--- src/rtl/pwb_pkg.sv ---
package pwb_pkg;
  typedef enum logic {
    ACK_ON_DONE  = 1'b0,
    ACK_ON_QUEUE = 1'b1
  } ack_mode_e;

  function automatic int unsigned wrap_inc(input int unsigned ptr, input int unsigned depth);
    return (ptr == depth - 1) ? 0 : ptr + 1;
  endfunction
endpackage

--- src/rtl/pwb_fifo.sv ---
module pwb_fifo #(
  parameter int unsigned DEPTH = 4,
  parameter int unsigned WIDTH = 24,
  localparam int unsigned PTR_W = (DEPTH > 1) ? $clog2(DEPTH) : 1,
  localparam int unsigned CNT_W = $clog2(DEPTH + 1)
) (
  input  logic             clk_i,
  input  logic             rst_ni,
  input  logic             push_i,
  input  logic [WIDTH-1:0] push_data_i,
  input  logic             pop_i,
  output logic [WIDTH-1:0] head_o,
  output logic [CNT_W-1:0] fill_o,
  output logic             full_o,
  output logic             empty_o
);
  logic [WIDTH-1:0] mem_q [DEPTH];
  logic [PTR_W-1:0] wr_ptr_q, rd_ptr_q;
  logic [CNT_W-1:0] fill_q;

  always_ff @(posedge clk_i or negedge rst_ni) begin
    if (!rst_ni) begin
      wr_ptr_q <= '0;
      rd_ptr_q <= '0;
      fill_q   <= '0;
    end else begin
      if (push_i) wr_ptr_q <= PTR_W'(pwb_pkg::wrap_inc(int'(wr_ptr_q), DEPTH));
      if (pop_i)  rd_ptr_q <= PTR_W'(pwb_pkg::wrap_inc(int'(rd_ptr_q), DEPTH));
      case ({push_i, pop_i})
        2'b10:   fill_q <= fill_q + 1'b1;
        2'b01:   fill_q <= fill_q - 1'b1;
        default: fill_q <= fill_q;
      endcase
    end
  end

  // storage needs no reset; validity is tracked by fill_q
  always_ff @(posedge clk_i) begin
    if (push_i) mem_q[wr_ptr_q] <= push_data_i;
  end

  assign head_o  = mem_q[rd_ptr_q];
  assign fill_o  = fill_q;
  assign full_o  = (fill_q == CNT_W'(DEPTH));
  assign empty_o = (fill_q == '0);
endmodule

--- src/rtl/pwb_ack_ctrl.sv ---
module pwb_ack_ctrl (
  input  logic clk_i,
  input  logic rst_ni,
  input  logic posted_mode_i,
  input  logic req_i,
  input  logic full_i,
  input  logic empty_i,
  input  logic drain_i,
  output logic push_o,
  output logic ack_o,
  output logic np_busy_o
);
  logic np_busy_q;
  logic posted_acc, np_acc, np_done;

  // posted path blocked while a non-posted write is in flight so a held
  // request is never queued twice after a mode change
  assign posted_acc = posted_mode_i & req_i & ~full_i & ~np_busy_q;
  assign np_acc     = ~posted_mode_i & req_i & empty_i & ~np_busy_q;
  // np entry is always the head: it is only taken into an empty queue
  assign np_done    = np_busy_q & drain_i;

  always_ff @(posedge clk_i or negedge rst_ni) begin
    if (!rst_ni)      np_busy_q <= 1'b0;
    else if (np_acc)  np_busy_q <= 1'b1;
    else if (np_done) np_busy_q <= 1'b0;
  end

  assign push_o    = posted_acc | np_acc;
  assign ack_o     = posted_acc | np_done;
  assign np_busy_o = np_busy_q;
endmodule

--- src/rtl/posted_wr_buf.sv ---
module posted_wr_buf #(
  parameter int unsigned DEPTH  = 4,
  parameter int unsigned ADDR_W = 8,
  parameter int unsigned DATA_W = 16,
  localparam int unsigned ENT_W = ADDR_W + DATA_W,
  localparam int unsigned CNT_W = $clog2(DEPTH + 1)
) (
  input  logic              clk_i,
  input  logic              rst_ni,
  input  logic              posted_mode_i,
  input  logic              wr_req_i,
  input  logic [ADDR_W-1:0] wr_addr_i,
  input  logic [DATA_W-1:0] wr_data_i,
  output logic              wr_ack_o,
  output logic              mem_valid_o,
  output logic [ADDR_W-1:0] mem_addr_o,
  output logic [DATA_W-1:0] mem_data_o,
  input  logic              mem_ready_i,
  output logic              empty_o
);
  logic             push, drain, full, empty, np_busy;
  logic [ENT_W-1:0] head;
  logic [CNT_W-1:0] fill_cnt;

  assign drain = ~empty & mem_ready_i;

  pwb_fifo #(.DEPTH(DEPTH), .WIDTH(ENT_W)) u_fifo (
    .clk_i       (clk_i),
    .rst_ni      (rst_ni),
    .push_i      (push),
    .push_data_i ({wr_addr_i, wr_data_i}),
    .pop_i       (drain),
    .head_o      (head),
    .fill_o      (fill_cnt),
    .full_o      (full),
    .empty_o     (empty)
  );

  pwb_ack_ctrl u_ack (
    .clk_i         (clk_i),
    .rst_ni        (rst_ni),
    .posted_mode_i (posted_mode_i),
    .req_i         (wr_req_i),
    .full_i        (full),
    .empty_i       (empty),
    .drain_i       (drain),
    .push_o        (push),
    .ack_o         (wr_ack_o),
    .np_busy_o     (np_busy)
  );

  assign mem_valid_o = ~empty;
  assign mem_addr_o  = head[ENT_W-1:DATA_W];
  assign mem_data_o  = head[DATA_W-1:0];
  assign empty_o     = empty;
endmodule

--- config.mk ---
export PLATFORM = sky130hd
export DESIGN_NAME = posted_wr_buf
export DESIGN_NICKNAME = d
export VERILOG_FILES = /design/src/rtl/pwb_pkg.sv /design/src/rtl/pwb_fifo.sv /design/src/rtl/pwb_ack_ctrl.sv /design/src/rtl/posted_wr_buf.sv
export SDC_FILE = /design/constraint.sdc
export NUM_CORES = 1
export LEC_CHECK = 0
export ABC_AREA = 1
export BUFFER_PORTS_ARGS = -buffer_cell sky130_fd_sc_hd__buf_2
export CAP_MARGIN = 20
export CORE_UTILIZATION = 55
export CTS_BUF_LIST = sky130_fd_sc_hd__clkbuf_16
export DETAILED_ROUTE_END_ITERATION = 16
export PLACE_DENSITY = 0.77
export SLEW_MARGIN = 10
export SYNTH_ARGS = -nofsm -noshare
export SYNTH_HDL_FRONTEND = slang
export SYNTH_SLANG_ARGS = --single-unit
--- constraint.sdc ---
create_clock -name clk_i -period 5.65 [get_ports clk_i]
set_input_delay 1.13 -clock clk_i [delete_from_list [all_inputs] [get_ports clk_i]]
set_output_delay 1.13 -clock clk_i [all_outputs]
set_load 0.1 [all_outputs]
Word level (Yosys, flattened, before mapping):

Memories as Yosys holds them, arrays and structs flattened.
Cells that the tools add are included.

* $add $sub $neg: 4
* multiply operators: 0
* divide/modulo/power cells: 0
* magnitude comparators: 0
* equality and inequality tests: 5
* shifts and indexed selects: 0
* multiplexer cells: 7
* bitwise gates (word level): 14
* reduce and logical (&&, ||, !) cells: 3

Operator list (count)
* $and A1 B1 Y1: 8
* $eq A2 B2 Y1 const B: 3
* $pmux W3 S2: 1
* $add A2 B1 Y2 const B: 2
* $mux W1: 4
* $mux W2: 2
* $not A1 Y1: 4
* $reduce_bool A2 Y1: 2
* $add A3 B1 Y3 const B: 1
* $eq A3 B3 Y1 const B: 1
* $logic_not A3 Y1: 1
* $sub A3 B1 Y3 const B: 1
* $eq A2 B1 Y1 const B: 1
* $or A1 B1 Y1: 2

* register bits after elaboration: 8
* latch bits: 0
* RAM bits: 96
* bits in read-only memories: 0
* bits of input ports: 29
* output and inout bits: 27
* word-level logic and storage cells: 38
* memories kept: 1

Memory list
* u_fifo.mem_q: words 4, width 24, rd ports 1, clocked after memory_dff 0, write ports 1, RTL line pwb_fifo.sv:17 `logic [WIDTH-1:0] mem_q [DEPTH];`

Logic depth before layout (Yosys ltp):

* word-level depth: 7
* mapped depth: 13
* depth with buffers taken out: 13

Cells and area by module:

Synthesis repeated with hierarchy kept, for this count alone.

* cells, all modules: 352
* area total of the unflattened synthesis: 4458.0 um^2

Modules (own cells, without submodules)
* pwb_fifo: instances 1, cells each 334, area an instance 4364.2 um^2, sequential area each 3057.9 um^2
* pwb_ack_ctrl: instances 1, cells each 15, area an instance 80.1 um^2, sequential area each 25.0 um^2
* posted_wr_buf: instances 1, cells each 3, area an instance 13.8 um^2, sequential area each 0.0 um^2

Worst setup path before layout:

Ideal clock, no wire load.

* kind: flip-flop to output port
* from: reg u_fifo.fill_q[2], in the netlist u_fifo.fill_o[2]
* to: out wr_ack_o
* arrival time: 3.483 ns
* required time: 4.520 ns
* slack: 1.037 ns
* cell stages (with the launch flop): 5
* buffers on the path: 0
* cells stage by stage: dfrtp_1 -> inv_1 -> nand3_1 -> nand2_1 -> o21ai_0

* cells in the longest elaborated chain, start to end: 5
* elaborated cells on any way between the ends: 9
* those cells by class: eq/ne: 1; bitwise: 7; reduce/logical: 1

Ends and longest elaborated chain
* from (decl): RTL line pwb_fifo.sv:19 `logic [CNT_W-1:0] fill_q;`
* from (signal assigned): RTL line pwb_fifo.sv:30 `2'b10: fill_q <= fill_q + 1'b1;`
* from (signal assigned): RTL line pwb_fifo.sv:31 `2'b01: fill_q <= fill_q - 1'b1;`
* from (signal assigned): RTL line pwb_fifo.sv:32 `default: fill_q <= fill_q;`
* $logic_not A3 Y1: RTL line pwb_fifo.sv:45 `assign empty_o = (fill_q == '0);`
* $not A1 Y1
* named net mem_valid_o: RTL line posted_wr_buf.sv:15 `output logic mem_valid_o,`
* $and A1 B1 Y1: RTL line posted_wr_buf.sv:25 `assign drain = ~empty & mem_ready_i;`
* $and A1 B1 Y1: RTL line pwb_ack_ctrl.sv:21 `assign np_done = np_busy_q & drain_i;`
* $or A1 B1 Y1: RTL line pwb_ack_ctrl.sv:30 `assign ack_o = posted_acc | np_done;`
* to (decl): RTL line posted_wr_buf.sv:14 `output logic wr_ack_o,`

The timed path passes the listed nets, and every way through them passes these cells.

Final worst setup path:

* from: reg u_fifo.rd_ptr_q[0]
* to: out mem_data_o[2]

* cells in the longest elaborated chain, start to end: 1

Ends and longest elaborated chain
* from (decl): RTL line pwb_fifo.sv:18 `logic [PTR_W-1:0] wr_ptr_q, rd_ptr_q;`
* from (signal assigned): RTL line pwb_fifo.sv:28 `if (pop_i) rd_ptr_q <= PTR_W'(pwb_pkg::wrap_inc(int'(rd_ptr_q), DEPTH));`
* $mem_v2 Z4 W24
* to (decl): RTL line posted_wr_buf.sv:17 `output logic [DATA_W-1:0] mem_data_o,`

Every way passes these cells.

==> flow_summary.json <==
{
  "status": "completed",
  "cpPeakStageDelay_ns": 0.62,
  "end_kind": "output port",
  "whs_ns": 0.478,
  "ys_seq_elements": 104,
  "cts_max_path_buffers": 2,
  "finalSetupTns_ns": 0,
  "h-tree-depth": 3,
  "multi_input_area_um2": 843,
  "crit_chain": "buf_4 > inv_2 > o21ai_0 > o22ai_1 > buf_2",
  "grt_pass1_vias": 2437,
  "die_x_um": 87.8,
  "busiest_layer": "met2",
  "reg2reg_to": "u_fifo.fill_o[2]",
  "num_vias": 2466,
  "coreArea_mm2": 0.00694,
  "yosys_warnings": 0,
  "crit_cells": 5,
  "cts_resized": 0,
  "max_freq_ghz": 0.278,
  "first_pass_iters": 4,
  "worstSetupPathType": "reg2out",
  "crit_family": "buffers and inverters",
  "layout-drive-gt1-share": 0.231,
  "synth_top_area_cell": "edfxtp_1",
  "critPathMaxFanout": 51,
  "maxCapViolations": 0,
  "use_met2": 0.360,
  "synthesis.nets": 334,
  "drtIter0Drc": 184,
  "ant_nets": 0,
  "slew_headroom": 0.438,
  "grt_antenna_before_repair": 0,
  "layout_min_cycle_time_ns": 3.59,
  "cp_slowest_cell": "inv_2",
  "worst_ep_required_time_ns": 4.52,
  "worst-path-buf-inv": 3,
  "rsz0062_at_grt": "false",
  "area_growth_pct": 15.8,
  "die_h_um": 87.8,
  "drc": 0,
  "ys_top_cells_by_area": "edfxtp_1 (71%), o21ai_0 (6.1%), nor2_1 (5.2%)",
  "cts_setup_buffers": 0,
  "viasPerCell": 5.41,
  "rr_startpoint": "u_fifo.fill_o[0]",
  "clk_latency_ns": 0.34,
  "io_buffer_count": 55,
  "start_util": 0.583,
  "hold_viol": 0,
  "met3_usage": 0.0443,
  "pin_count": 56,
  "synth_cells": 298,
  "place_congestion": 0.765,
  "synthDistinctLibCells": 20,
  "dp_cells": 440,
  "avgSynthCellArea_um2": 13.6,
  "crit_path_end": "mem_data_o[2]",
  "dp_hpwl_um": 4280,
  "grt_max_degree": 52,
  "critPathLaunch": "u_fifo.rd_ptr_q[0]",
  "finalCritPeriodShare": 0.636,
  "hold_path.class": "reg2reg",
  "wl_um": 7410,
  "mostFrequentLayoutCell": "edfxtp_1",
  "worst_pin_slew_ns": 0.843,
  "cts.sinks": 104,
  "cts_tree": "built",
  "wl_per_cell_um": 16.2,
  "netlist_area_mm2": 0.00405,
  "reg2reg_slack_ns": 3.56,
  "fin_nets": 391,
  "r2r_cells": 11,
  "cp-start-kind": "flop",
  "grt_pass1_wl_um": 11600,
  "die-area_mm2": 0.00771,
  "n_fill_cell": 482,
  "fin_cells": 456,
  "critical_path_arrival_ns": 2.46,
  "root_buffer": "clkbuf_16",
  "drv_slew": 0,
  "use_met1": 0.256,
  "num_rows": 30,
  "overflow": 0,
  "cts_buffers": 9,
  "synth_top_area_frac": 0.712,
  "ff_latch_area_mm2": 0.00308,
  "ys_seq_area_frac": 0.762,
  "final_cell_mix": "edfxtp_1 (96), buf_2 (55), nor2_1 (52)",
  "grt_usage": 0.209,
  "clk_pin_slew_ns": 0.07,
  "holdBufCountCts": 0,
  "skew_ns": 0.0109,
  "timing.final.setup_violations": 0,
  "antenna_cells": 0
}
==> routing by layer <==
| layer | part of all wire | routed length (um) | up-vias |
|---|---|---|---|
| li1 | - | - | 1195 |
| met1 | 0.42 | 3120 | 1188 |
| met2 | 0.51 | 3740 | 70 |
| met3 | 0.055 | 404 | 13 |
| met4 | 0.018 | 137 | 0 |
| met5 | 0 | 0 | - |
==> synthesized netlist by cell type <==
cell and number:
buf_2 3, buf_4 3, nand3b_1 1, o22ai_1 24, nand2_2 2, o21ai_1 4, xnor2_1 1, ha_1 6
edfxtp_1 96, nand3_1 4, fa_1 1, nor2_2 1, nand2_1 13, dfrtp_1 8, nor2_1 56, inv_2 3
o21ai_0 49, inv_1 14, xor2_1 1, clkbuf_1 8
==> how the worst min path moves through the flow <==
stage / start / end / slack (ns) / cells past startpoint
floorplan: u_fifo.fill_o[0] / u_fifo.fill_o[0] / 0.45 / 1
global placement: u_fifo.fill_o[0] / u_fifo.fill_o[0] / 0.46 / 1
detailed placement: u_fifo.fill_o[0] / u_fifo.fill_o[0] / 0.47 / 1
CTS: u_fifo.fill_o[0] / u_fifo.fill_o[0] / 0.48 / 1
global route: u_fifo.fill_o[0] / u_fifo.fill_o[0] / 0.50 / 1
finish: u_fifo.fill_o[0] / u_fifo.fill_o[0] / 0.48 / 1
==> sequential cells by signal, indices dropped and copies added (netlist names) <==
register	count
u_ack.np_busy_o	1
u_fifo.wr_ptr_q	2
u_fifo.mem_q	96
u_fifo.fill_o	3
u_fifo.rd_ptr_q	2
==> through the flow <==
stage	setup WS (ns)	cell area [um2]	util
floorplan	1.04	4050	-
global placement	2.47	4420	0.637
detailed placement	2.41	4420	0.637
CTS	2.04	4690	0.675
global route	1.91	4690	0.675
finish	2.06	4690	0.675
==> cell type report <==
cell class	count	share of cell area
multi-input cells	163	0.180
inverters	17	0.0136
clock buffers	9	0.0481
well taps	96	0.0256
clock inverters	7	0.00828
flip-flops and latches	104	0.658
repair buffers	60	0.0667
==> logic make-up (layout without fill, tap and decap cells) <==
group | after synthesis | after routing | share of synthesized area
AND/OR/NAND/NOR | 77 | 77 | 0.0754
flip-flops | 104 | 104 | 0.762
adder cells (fa/ha/maj) | 7 | 7 | 0.0235
AO/OA/AOI/OAI | 77 | 77 | 0.103
XOR/XNOR | 2 | 2 | 0.00433
buffers and inverters | 31 | 93 | 0.0325
Power is left out: the tool's default activity adds up to more than one toggle a clock period on the data nets, which glitch-free logic cannot reach.
